**config.mk**
```make
export PLATFORM = sky130hd
export DESIGN_NAME = i2c_bus_recovery
export DESIGN_NICKNAME = d
export VERILOG_FILES = /design/src/rtl/recov_pkg.sv /design/src/rtl/recov_line_sync.sv /design/src/rtl/recov_half_timer.sv /design/src/rtl/recov_sequencer.sv /design/src/rtl/i2c_bus_recovery.sv
export SDC_FILE = /design/constraint.sdc
export NUM_CORES = 1
export LEC_CHECK = 0
export BUFFER_PORTS_ARGS = -buffer_cell sky130_fd_sc_hd__buf_2
export CORE_ASPECT_RATIO = 1.75
export CORE_UTILIZATION = 40
export DETAILED_ROUTE_END_ITERATION = 6
export PLACE_DENSITY = 0.62
export SLEW_MARGIN = 20
export SYNTH_ARGS = -nofsm -noshare
export SYNTH_HDL_FRONTEND = slang
export SYNTH_SLANG_ARGS = --single-unit
```
**constraint.sdc**
```tcl
create_clock -name clk -period 1.8 [get_ports clk]
set_clock_uncertainty 0.15 [all_clocks]
set_input_delay 0.36 -clock clk [delete_from_list [all_inputs] [get_ports clk]]
set_output_delay 0.36 -clock clk [all_outputs]
set_load 0.005 [all_outputs]
```
**src/rtl/recov_pkg.sv**
```systemverilog
// Package: shared types for the bus recovery sequencer.
// Assumes: nothing beyond IEEE 1800-2017.
package recov_pkg;

    // Kind of half-period currently on the wires.
    typedef enum logic [2:0] {
        PH_IDLE,
        PH_SETTLE,
        PH_PS_LOW,
        PH_PS_HIGH,
        PH_CLK_LOW,
        PH_CLK_HIGH
    } phase_e;

    // Which part of the fixed recovery order a phase belongs to.
    typedef enum logic [1:0] {
        STEP_ENTRY,
        STEP_RETRY,
        STEP_DRAIN,
        STEP_FINAL
    } step_e;

    // Pull enables {scl, sda} for a phase: only one wire is ever pulled.
    function automatic logic [1:0] line_drive(phase_e ph);
        case (ph)
            PH_PS_LOW:  return 2'b01;
            PH_CLK_LOW: return 2'b10;
            default:    return 2'b00;
        endcase
    endfunction

endpackage

```
**src/rtl/recov_line_sync.sv**
```systemverilog
// Module: multi-stage synchronizer for the sampled wire levels.
// Assumes: STAGES >= 2; inputs may change at any time; reset value is
// "released" (all ones), matching an idle bus.
module recov_line_sync #(
    parameter int STAGES = 2,
    parameter int WIDTH  = 2
) (
    input  logic             clk,
    input  logic             rst_n,
    input  logic [WIDTH-1:0] lines_i,
    output logic [WIDTH-1:0] lines_o
);

    logic [STAGES-1:0][WIDTH-1:0] chain_q;

    // Shift the raw levels through the flop chain.
    always_ff @(posedge clk) begin
        if (!rst_n) chain_q <= '1;
        else        chain_q <= {chain_q[STAGES-2:0], lines_i};
    end

    assign lines_o = chain_q[STAGES-1];

endmodule

```
**src/rtl/recov_half_timer.sv**
```systemverilog
// Module: half-period timer; emits a tick in the last cycle of each
// half-period while run is high.
// Assumes: HALF_CYCLES >= 2; run rises in the first cycle of a sequence.
module recov_half_timer #(
    parameter int HALF_CYCLES = 625
) (
    input  logic clk,
    input  logic rst_n,
    input  logic run_i,
    output logic tick_o
);

    localparam int TW = (HALF_CYCLES > 2) ? $clog2(HALF_CYCLES) : 1;
    localparam logic [TW-1:0] LAST = TW'(HALF_CYCLES - 1);

    logic [TW-1:0] cnt_q;

    // Count cycles within the current half-period; hold at zero when idle.
    always_ff @(posedge clk) begin
        if (!rst_n || !run_i) cnt_q <= '0;
        else if (cnt_q == LAST) cnt_q <= '0;
        else cnt_q <= cnt_q + 1'b1;
    end

    assign tick_o = run_i && (cnt_q == LAST);

endmodule

```
**src/rtl/recov_sequencer.sv**
```systemverilog
// Module: recovery order state machine. Steps through settle,
// conditional pseudo-stop (with one clock and a retry if blocked),
// the drain pulses and a final conditional pseudo-stop.
// Assumes: tick_i marks the last cycle of each half-period; lines_high_i
// is the synchronized "both wires high" condition.
module recov_sequencer
    import recov_pkg::*;
#(
    parameter int N_DRAIN = 9
) (
    input  logic   clk,
    input  logic   rst_n,
    input  logic   start_i,
    input  logic   tick_i,
    input  logic   lines_high_i,
    output phase_e phase_o,
    output logic   done_o
);

    localparam int DW = $clog2(N_DRAIN + 1);
    localparam logic [DW-1:0] LAST_PULSE = DW'(N_DRAIN - 1);

    phase_e         phase_q;
    step_e          step_q;
    logic [DW-1:0]  pulse_q;
    logic           done_q;

    // Advance the phase at each half-period boundary; start only from idle.
    always_ff @(posedge clk) begin
        if (!rst_n) begin
            phase_q <= PH_IDLE;
            step_q  <= STEP_ENTRY;
            pulse_q <= '0;
            done_q  <= 1'b0;
        end else begin
            done_q <= 1'b0;
            case (phase_q)
                PH_IDLE: begin
                    if (start_i) begin
                        phase_q <= PH_SETTLE;
                        step_q  <= STEP_ENTRY;
                        pulse_q <= '0;
                    end
                end
                PH_SETTLE: begin
                    if (tick_i) begin
                        if (lines_high_i) begin
                            phase_q <= PH_PS_LOW;
                            step_q  <= STEP_ENTRY;
                        end else begin
                            phase_q <= PH_CLK_LOW;
                            step_q  <= STEP_RETRY;
                        end
                    end
                end
                PH_PS_LOW: begin
                    if (tick_i) phase_q <= PH_PS_HIGH;
                end
                PH_PS_HIGH: begin
                    if (tick_i) begin
                        if (step_q == STEP_FINAL) begin
                            phase_q <= PH_IDLE;
                            done_q  <= 1'b1;
                        end else begin
                            phase_q <= PH_CLK_LOW;
                            step_q  <= STEP_DRAIN;
                            pulse_q <= '0;
                        end
                    end
                end
                PH_CLK_LOW: begin
                    if (tick_i) phase_q <= PH_CLK_HIGH;
                end
                PH_CLK_HIGH: begin
                    if (tick_i) begin
                        if (step_q == STEP_RETRY) begin
                            if (lines_high_i) begin
                                phase_q <= PH_PS_LOW;
                            end else begin
                                phase_q <= PH_CLK_LOW;
                                step_q  <= STEP_DRAIN;
                                pulse_q <= '0;
                            end
                        end else if (pulse_q == LAST_PULSE) begin
                            if (lines_high_i) begin
                                phase_q <= PH_PS_LOW;
                                step_q  <= STEP_FINAL;
                            end else begin
                                phase_q <= PH_IDLE;
                                done_q  <= 1'b1;
                            end
                        end else begin
                            phase_q <= PH_CLK_LOW;
                            pulse_q <= pulse_q + 1'b1;
                        end
                    end
                end
                default: phase_q <= PH_IDLE;
            endcase
        end
    end

    assign phase_o = phase_q;
    assign done_o  = done_q;

endmodule

```
**src/rtl/i2c_bus_recovery.sv**
```systemverilog
// Module: top of the bus recovery sequencer. Synchronizes the wire
// levels, times half-periods and drives the open-drain pull enables.
// Assumes: the pull enables feed open-drain pads; scl_i/sda_i are the
// pad levels, asynchronous to clk.
module i2c_bus_recovery
    import recov_pkg::*;
#(
    parameter int HALF_CYCLES = 625,
    parameter int SYNC_STAGES = 2,
    parameter int N_DRAIN     = 9
) (
    input  logic clk,
    input  logic rst_n,
    input  logic start_i,
    input  logic scl_i,
    input  logic sda_i,
    output logic scl_pull_o,
    output logic sda_pull_o,
    output logic done_o
);

    logic [1:0] lines_sync;
    logic       tick;
    phase_e     phase;

    recov_line_sync #(.STAGES(SYNC_STAGES), .WIDTH(2)) u_sync (
        .clk     (clk),
        .rst_n   (rst_n),
        .lines_i ({scl_i, sda_i}),
        .lines_o (lines_sync)
    );

    recov_half_timer #(.HALF_CYCLES(HALF_CYCLES)) u_timer (
        .clk    (clk),
        .rst_n  (rst_n),
        .run_i  (phase != PH_IDLE),
        .tick_o (tick)
    );

    recov_sequencer #(.N_DRAIN(N_DRAIN)) u_seq (
        .clk          (clk),
        .rst_n        (rst_n),
        .start_i      (start_i),
        .tick_i       (tick),
        .lines_high_i (&lines_sync),
        .phase_o      (phase),
        .done_o       (done_o)
    );

    // Decode the registered phase into the pull enables.
    assign {scl_pull_o, sda_pull_o} = line_drive(phase);

endmodule

```
==> Word-level counts from Yosys, hierarchy flattened <==
Cells that the tools add are included.
{ "op_classes": {"add_sub_neg": 2, "eq_ne": 20, "mux": 39, "reduce_logical": 13} }
{ "ops": {"columns": ["cell", "n"], "rows": [
  ["$mux W3", 10],
  ["$mux W4", 7],
  ["$mux W2", 10],
  ["$pmux W3 S6", 1],
  ["$ne A2 B2 Y1 const B", 7],
  ["$pmux W4 S3", 1],
  ["$add A10 B1 Y10 const B", 1],
  ["$eq A10 B10 Y1 const B", 1],
  ["$reduce_and A9 Y1", 1],
  ["$pmux W2 S4", 1],
  ["$mux W1", 7],
  ["$reduce_and A7 Y1", 1],
  ["$eq A3 B2 Y1 const B", 2],
  ["$eq A3 B3 Y1 const B", 2],
  ["$ne A3 B1 Y1 const B", 2],
  ["$reduce_and A6 Y1", 1],
  ["$reduce_bool A3 Y1", 2],
  ["$add A4 B1 Y4 const B", 1],
  ["$eq A4 B4 Y1 const B", 1],
  ["$pmux W2 S2", 1],
  ["$reduce_bool A4 Y1", 1],
  ["$eq A3 B1 Y1 const B", 1],
  ["$logic_not A3 Y1", 1],
  ["$ne A3 B2 Y1 const B", 1],
  ["other kinds (9)", 10]
]} }
{ "totals": {"ff_bits": 24, "in_bits": 5, "out_inout_bits": 3, "elab_cells": 81} }

==> Longest topological paths before layout <==
Gate-level depths: netlist of run 1.
{ "depth": {"depth_word": 6, "depth_mapped": 7, "mapped_depth_nobuf": 7} }

==> Hierarchy <==
From an unflattened synthesis of run 1, not the netlist that was laid out.
{ "hier_totals": {"hier_cells": 174, "area_unflattened_um2": 1451.4} }
{ "modules_own_cells": {"columns": ["mod", "n_inst", "cells_each", "area_per_inst_um2", "seq_area_each_um2"], "rows": [
  ["recov_sequencer", 1, 106, 829.5, 200.2],
  ["recov_half_timer", 1, 54, 474.2, 200.2],
  ["recov_line_sync", 1, 10, 120.1, 80.1],
  ["i2c_bus_recovery", 1, 4, 27.5, 0.0]
]} }

==> Least setup slack after synthesis of run 1 <==
No wires, ideal clock.
{ "synth_timing": {"path_type": "reg2reg", "from": "reg u_seq.pulse_q[0]", "to": "reg u_seq.pulse_q[0]", "setup_time_ns": 0.070, "arrival_ns": 1.657, "t_required_ns": 1.580, "path_slack_ns": -0.077, "path_stages_with_launch": 8, "path_buffers": 0, "period_less_slack_ns": 1.877, "path_cell_list": "dfxtp_1 inv_1 ha_1 nand3b_1 mux2i_1 a221o_1 or3_1 a21oi_1"} }
{ "synth_via": {"elab_chain_cells": 5, "word_cells_on_any_way": 8, "cone_classes": "add/sub (1); eq/ne (2); mux (4); reduce/logical (1)"} }
{ "synth_lines": {"columns": ["item", "line", "source"], "rows": [
  ["from (decl)", "recov_sequencer.sv:25", "logic [DW-1:0] pulse_q;"],
  ["from (signal assigned)", "recov_sequencer.sv:94", "pulse_q <= pulse_q + 1'b1;"],
  ["$add A4 B1 Y4", "recov_sequencer.sv:94", null],
  ["$mux W4", "recov_sequencer.sv:84", "end else if (pulse_q == LAST_PULSE) begin"],
  ["$mux W4", "recov_sequencer.sv:76", "if (step_q == STEP_RETRY) begin"],
  ["$mux W4", "recov_sequencer.sv:75", "if (tick_i) begin"],
  ["$pmux W4 S3", "recov_sequencer.sv:37", "case (phase_q)"]
]} }
Several ways; a longest one is shown, not always the timed one. The select of a mux whose other input is x is not followed.
A chain may end at the register's enable or synchronous reset.

==> Worst setup path in the final report of run 1 <==
{ "layout_timing": {"from": "reg u_seq.phase_q[2], in the netlist u_seq.phase_o[2]", "to": "reg u_seq.pulse_q[0]"} }
{ "layout_via": {"elab_chain_cells": 4, "word_cells_on_any_way": 14, "cone_classes": "eq/ne (8); mux (1); reduce/logical (5)"} }
{ "layout_lines": {"columns": ["item", "line", "source"], "rows": [
  ["from (decl)", "recov_sequencer.sv:23", "phase_e phase_q;"],
  ["from (signal assigned)", "recov_sequencer.sv:31", "phase_q <= PH_IDLE;"],
  ["from (signal assigned)", "recov_sequencer.sv:40", "phase_q <= PH_SETTLE;"],
  ["from (signal assigned)", "recov_sequencer.sv:48", "phase_q <= PH_PS_LOW;"],
  ["$reduce_bool A3 Y1", "i2c_bus_recovery.sv:36", ".run_i (phase != PH_IDLE),"],
  ["$logic_and A1 B1 Y1", "recov_half_timer.sv:25", "assign tick_o = run_i && (cnt_q == LAST);"],
  ["$ne A2 B2 Y1 (no source line)", null, null],
  ["$reduce_and A7 Y1 (no source line)", null, null]
]} }
Several ways; a longest one is shown, not always the timed one.

==> impl_metrics.csv, run 1 <==
group,metric,value,unit
pwr,power.density,793.4,nW/um^2
cts,insertion_delay,260,ps
min_path,hold_path_end,"u_sync.chain_q[1]$_SDFF_PN1_",
floorplanning,die_w,44.64,um
setup_path,arrival,1910,ps
yosys,synthDominantCellAreaShare,0.3776,
status,violations,"negative setup slack",
pwr,p_sw,0.3810,mW
floorplanning,boundaryPins,8,
timing,slew_viol_final,0,
finish,area_growth,31.46,%
finish,fill_cells,294,
setup_path,crit_type,"flop to flop",
yosys,syn_area_per_cell,8.263,sq um
setup_path,r2r-end,"u_seq.pulse_q[0]$_SDFFE_PN0P_",
floorplanning,die_area,3419,sq um
pwr,p_seq_frac,0.439,
yosys,synth_top_area_cell,"dfxtp_1",
pwr,ir_worst_vdd,0.5385,mV
floorplanning,dieHeight,76.61,um
grt,grt_antenna_before_repair,0,
timing,max_freq,538.3,MHz
placement,dp_cells,225,
placement,io_buffers,7,
yosys,synth_most_common_cell,"dfxtp_1",
grt,grt_pass1_vias,1159,
finish,instances_no_fill,231,
setup_path,required,1850,ps
yosys,ys_types,39,
finish,antennaDiodeCount,0,
cts,clk_pin_slew,90,ps
timing,layout_min_cycle_time,1858,ps
timing,setup_viol,3,
route,detail-route-antenna-nets,0,
pwr,p_int,0.9462,mW
route,drc_errors,0,
yosys,synthFlopType,"dfxtp_1",
timing,rsz0062_at_grt,"yes",
setup_path,startpoint_type,"flop",
finish,multi_input_area,784.5,sq um
floorplanning,start_util,0.4298,
timing,setup_ws,-57.68,ps
timing,tightest_slew,375.9,ps
route,routed-via-count,1207,
cts,htree_levels,1,
grt,grt_pass1_wl,4981,um
yosys,synth_nets,163,
route,first_pass_iters,4,
status,run_status,"finished with violations",
grt,grt-ovfl-total,0,
yosys,yosysSeqAreaShare,0.3776,
timing,max-slew-margin-rel,0.7487,
route,totalWireLength,3004,um
floorplanning,fp.coreArea,2960,sq um
finish,seq_area,486.7,sq um
placement,hpwlAfterDp,2388,um
setup_path,worstReg2RegStart,"u_seq.phase_o[2]$_SDFFE_PN0P_",
timing,finalHoldViolCount,0,
yosys,ys_top_cells_by_area,"dfxtp_1, nor2_1, nand2_1",
floorplanning,rows,26,
route,vias_per_cell,5.225,
finish,finalCoreUtilization,0.5651,
yosys,syn_inst,154,
cts,root_buffer,"clkbuf_8",
placement,dp_slack,-121.8,ps
grt,grt.total_usage,0.1923,
cts,cts_tree,"built",
cts,cts_num_sinks,24,
grt,grt_max_degree,14,
yosys,netlist_top_cells_count,"dfxtp_1, nor2_1, nand2_1",
min_path,holdPathStages,2,
yosys,ys_async_sr_fraction,0,
yosys,netlist_area,1272,sq um
min_path,hold_start,"scl_i",
pwr,p_total,1.327,mW
min_path,hold_class,"primary input to flop",
route,wl_per_cell,13.00,um
setup_path,r2r_cells,5,
finish,fin_nets,199,
timing,tns,-116.8,ps
yosys,synth_edf_count,0,
pwr,p_leak,0.7145,nW
yosys,ys_seq_elements,24,
setup_path,setup.worst_path.end_class,"flop",
yosys,yosys_warnings,0,
setup_path,worstPathMaxFanout,10,
pwr,combPwrFrac,0.285,
timing,period_share,1.032,
setup_path,r2r_slack,-60,ps
cts,cts_buffer_depth,2,
pwr,swShare,0.2871,
finish,drive_gt1_frac,0.3228,
placement,place.gp.congestion,0.9654,
route,drtIter0Drc,32,
pwr,clkPwrFrac,0.276,
run,cap_violations,0,
cts,cts_buffers,3,
==> metrics by stage <==
| step | hold WS [ps] | instance area, sq um |
|---|---|---|
| 4_1_cts | 123.1 | 1638 |
| 2_1_floorplan | 236.3 | 1279 |
| 3_3_place_gp | 241.1 | 1555 |
| 5_1_grt | 114.5 | 1673 |
| 3_5_place_dp | 252.5 | 1555 |
| 6_report | 121.0 | 1673 |
==> worst max-delay path by stage <==
stage | startpoint | to | slack, ps | cells after the start
after global routing | u_timer.cnt_q[3]$_SDFF_PP0_ | u_seq.pulse_q[3]$_SDFFE_PN0P_ | -150 | 5
final | u_seq.phase_o[2]$_SDFFE_PN0P_ | u_seq.pulse_q[0]$_SDFFE_PN0P_ | -60 | 5
after CTS | u_timer.cnt_q[3]$_SDFF_PP0_ | u_seq.pulse_q[0]$_SDFFE_PN0P_ | -60 | 5
after global placement | start_i | u_seq.pulse_q[0]$_SDFFE_PN0P_ | -80 | 6
after detailed placement | start_i | u_seq.pulse_q[0]$_SDFFE_PN0P_ | -120 | 6
after floorplan | u_seq.pulse_q[0]$_SDFFE_PN0P_ | u_seq.pulse_q[0]$_SDFFE_PN0P_ | 2 | 7
==> sequential cells by signal, summed over array words and instances, names as in the netlist <==
signal	count
u_seq.pulse_q	4
u_seq.step_q	2
u_timer.cnt_q	10
u_sync.lines_o	2
u_seq.phase_o	3
u_seq.done_o	1
u_sync.chain_q	2
==> worst max-delay path, cell delays in order, from the launching register on <==
cell and delay, ps:
dfxtp_2 370, nor2b_1 160, o21a_1 210, a221o_1 440
or3_4 360, a21oi_2 110
==> per-layer routing <==
metal  GRT usage  routed length [um]  vias to the layer above  part of all wire
met1      0.2009                1123                      570              0.37
met4     0.09697                  60                        0             0.020
met3     0.02607                 106                        6             0.035
li1            -                   -                      606                 -
met2      0.3485                1713                       25              0.57
met5           0                   0                        -                 0
==> timing repair <==
| action | in CTS | in global routing |
|---|---|---|
| hold buffers | 0 | 0 |
| setup buffers | 0 | 2 |
| endpoints found under the hold margin | 0 | 0 |
| endpoints found under the setup margin | 7 | 7 |
| gates resized for setup | 6 | 7 |
==> final cells by class <==
type | count | area share
timing repair buffer | 38 | 0.1601
multi-input combinational | 116 | 0.4690
inverter | 7 | 0.01571
clock buffer | 4 | 0.03291
sequential | 24 | 0.2910
tap | 42 | 0.03141
==> placed cells by master (no fill, tap or decap), types with 5 or more instances in the layout <==
cell type / netlist / routed
dfxtp_2: 0 / 5
nand3_1: 7 / 7
buf_4: 0 / 31
inv_1: 7 / 7
nor3_1: 5 / 5
a21oi_1: 7 / 5
dfxtp_1: 24 / 19
nor2b_1: 6 / 6
nand2b_1: 6 / 6
nor2_1: 17 / 17
nand2_1: 15 / 15
buf_2: 1 / 7
==> power groups by stage <==
| stage | registers [mW] | logic [mW] | clock network, mW |
|---|---|---|---|
| final | 0.582 | 0.379 | 0.366 |
| after global routing | 0.587 | 0.415 | 0.398 |
| after detailed placement | 0.590 | 0.342 | 0 |
| after global placement | 0.589 | 0.336 | 0 |
| after CTS | 0.580 | 0.356 | 0.375 |
| after floorplan | 0.585 | 0.207 | 0 |
==> cells by family (layout without fill, tap and decap cells) <==
| family | count (synthesis) | after routing | share of synthesized area |
|---|---|---|---|
| AO/OA/AOI/OAI | 26 | 26 | 0.1416 |
| XOR/XNOR | 8 | 8 | 0.05506 |
| adder cells (fa/ha/maj) | 4 | 4 | 0.03933 |
| buffers and inverters | 14 | 49 | 0.04228 |
| flip-flops | 24 | 24 | 0.3776 |
| multiplexers | 5 | 5 | 0.04032 |
| AND/OR/NAND/NOR | 73 | 73 | 0.3038 |
Note: power is estimated with default switching activity, not from simulation.
==> run 2: changes to the inputs <==
- RECOVER_POWER: not set -> 25
==> impl_metrics.csv, run 2 (synthesis results as in run 1) <==
group,metric,value,unit
status,run_status,"finished with violations",
status,violations,"negative setup slack",
placement,hpwlAfterDp,2388,um
setup_path,required,1850,ps
route,first_pass_iters,4,
setup_path,cp-endpoint,"u_seq.pulse_q[0]$_SDFFE_PN0P_",
floorplanning,boundaryPins,8,
cts,cts_tree,"built",
grt,use_met1,0.2009,
finish,drive_gt1_frac,0.3069,
grt,grt.busiest_layer,"met2",
timing,max-slew-margin-rel,0.7357,
min_path,hold_class,"primary input to flop",
timing,max_freq,539.2,MHz
cts,htree_levels,1,
grt,grt_pass1_vias,1159,
setup_path,crit_family,"compound AO/OA/AOI/OAI gates",
grt,grt.met3_usage,0.02607,
grt,grt_antenna_before_repair,0,
grt,grt_util_met2,0.3485,
grt,grt_pass1_wl,4981,um
setup_path,cp_num_cells,5,
timing,slew_viol_final,0,
pwr,ir_worst_vdd,0.5393,mV
cts,insertion_delay,260,ps
floorplanning,die_area,3419,sq um
floorplanning,dieHeight,76.61,um
timing,finalHoldViolCount,0,
floorplanning,start_util,0.4298,
floorplanning,die_w,44.64,um
placement,dp_cells,225,
finish,area_growth,30.97,%
cts,cts_buffer_depth,2,
timing,hold_slack,121.3,ps
setup_path,r2r_slack,-50,ps
finish,top_register,"u_timer.cnt_q",
setup_path,r2r_cells,5,
finish,final_common_cell,"buf_4",
placement,io_buffers,7,
pwr,power.density,795.4,nW/um^2
setup_path,r2r-end,"u_seq.pulse_q[0]$_SDFFE_PN0P_",
route,detail-route-antenna-nets,0,
timing,period_share,1.030,
route,totalWireLength,3006,um
finish,final_cell_mix,"buf_4, dfxtp_1, nor2_1, nand2_1",
route,drtIter0Drc,35,
placement,dp_slack,-121.8,ps
cts,root_buffer,"clkbuf_8",
timing,tns,-107.7,ps
cts,cts_buffers,3,
finish,largest_reg_flops,10,
setup_path,crit_type,"flop to flop",
setup_path,startpoint_type,"flop",
timing,rsz0062_at_grt,"yes",
setup_path,startpoint,"u_seq.phase_o[2]$_SDFFE_PN0P_",
route,wl_per_cell,13.01,um
placement,place.gp.congestion,0.9654,
route,vias_per_cell,5.234,
run,cap_violations,0,
setup_path,path_cells,"nor2b_1 > o21a_1 > a221o_1 > or3_4 > a21oi_2",
setup_path,worstReg2RegStart,"u_seq.phase_o[2]$_SDFFE_PN0P_",
timing,layout_min_cycle_time,1854,ps
finish,instances_no_fill,231,
setup_path,slowest_stage,"a221o_1",
route,drc_errors,0,
grt,grt-ovfl-total,0,
setup_path,arrival,1900,ps
setup_path,setup.worst_path.end_class,"flop",
cts,clk_pin_slew,90,ps
floorplanning,rows,26,
timing,setup_viol,3,
finish,fin_nets,199,
grt,grt.total_usage,0.1923,
setup_path,slowest_delay,440,ps
floorplanning,fp.coreArea,2960,sq um
pwr,p_leak,0.7037,nW
setup_path,worstPathMaxFanout,10,
setup_path,crit_buf_inv,0,
timing,tightest_slew,396.4,ps
route,routed-via-count,1209,
cts,cts_num_sinks,24,
finish,antennaDiodeCount,0,
finish,finalCoreUtilization,0.5630,
grt,grt_max_degree,14,
timing,setup_ws,-54.44,ps
==> run 2: cell types whose count changed in the layout (fill, tap and decap cells not counted), sizes merged <==
cell and delta:
clkbuf +3, buf -3
==> run 2: area by class of cell <==
class / instances / area [sq um]
sequential: 24 / 486.7
inverter: 7 / 26.28
tap: 42 / 52.55
multi-input combinational: 116 / 784.5
fill: 293 / 1294
clock buffer: 4 / 55.05
timing repair buffer: 38 / 261.5
==> run 2: what timing repair did <==
action	4_1_cts	5_1_grt
gates cloned	0	0
buffers inserted	0	2
gates resized for setup	6	7
hold buffers	0	0
endpoints found under the setup margin	7	7
==> run 2: where the power goes <==
part / total, mW / internal (mW) / switching (mW)
Sequential: 0.582 / 0.557 / 0.0253
Clock: 0.366 / 0.195 / 0.171
Combinational: 0.377 / 0.193 / 0.184
Total: 1.33 / 0.945 / 0.381
==> run 2: how the worst min path moves through the flow <==
| stage | startpoint | to | slack (ps) | cells past startpoint |
|---|---|---|---|---|
| 2_1_floorplan | u_sync.chain_q[0]$_SDFF_PN1_ | u_sync.lines_o[0]$_SDFF_PN1_ | 240 | 1 |
| 3_3_place_gp | u_sync.chain_q[0]$_SDFF_PN1_ | u_sync.lines_o[0]$_SDFF_PN1_ | 240 | 1 |
| 3_5_place_dp | u_sync.chain_q[1]$_SDFF_PN1_ | u_sync.lines_o[1]$_SDFF_PN1_ | 250 | 1 |
| 4_1_cts | scl_i | u_sync.chain_q[1]$_SDFF_PN1_ | 120 | 2 |
| 5_1_grt | sda_i | u_sync.chain_q[0]$_SDFF_PN1_ | 110 | 2 |
| 6_report | scl_i | u_sync.chain_q[1]$_SDFF_PN1_ | 120 | 2 |
==> run 2: worst reg2reg max path, cell delays in order (launching register included) <==
cell,delay [ps]
dfxtp_2,370
nor2b_1,160
o21a_1,200
a221o_1,440
or3_4,360
a21oi_2,110
==> run 2: per-stage QoR <==
step | total power [mW] | cell area (sq um)
4_1_cts | 1.311 | 1638
6_report | 1.326 | 1667
3_3_place_gp | 0.9248 | 1555
3_5_place_dp | 0.9313 | 1555
2_1_floorplan | 0.7920 | 1279
5_1_grt | 1.398 | 1667
==> run 2: layer usage <==
layer / share of wire / vias up
met2: 0.57 / 27
met5: 0 / -
met1: 0.38 / 570
li1: - / 606
met4: 0.022 / 0
met3: 0.035 / 6
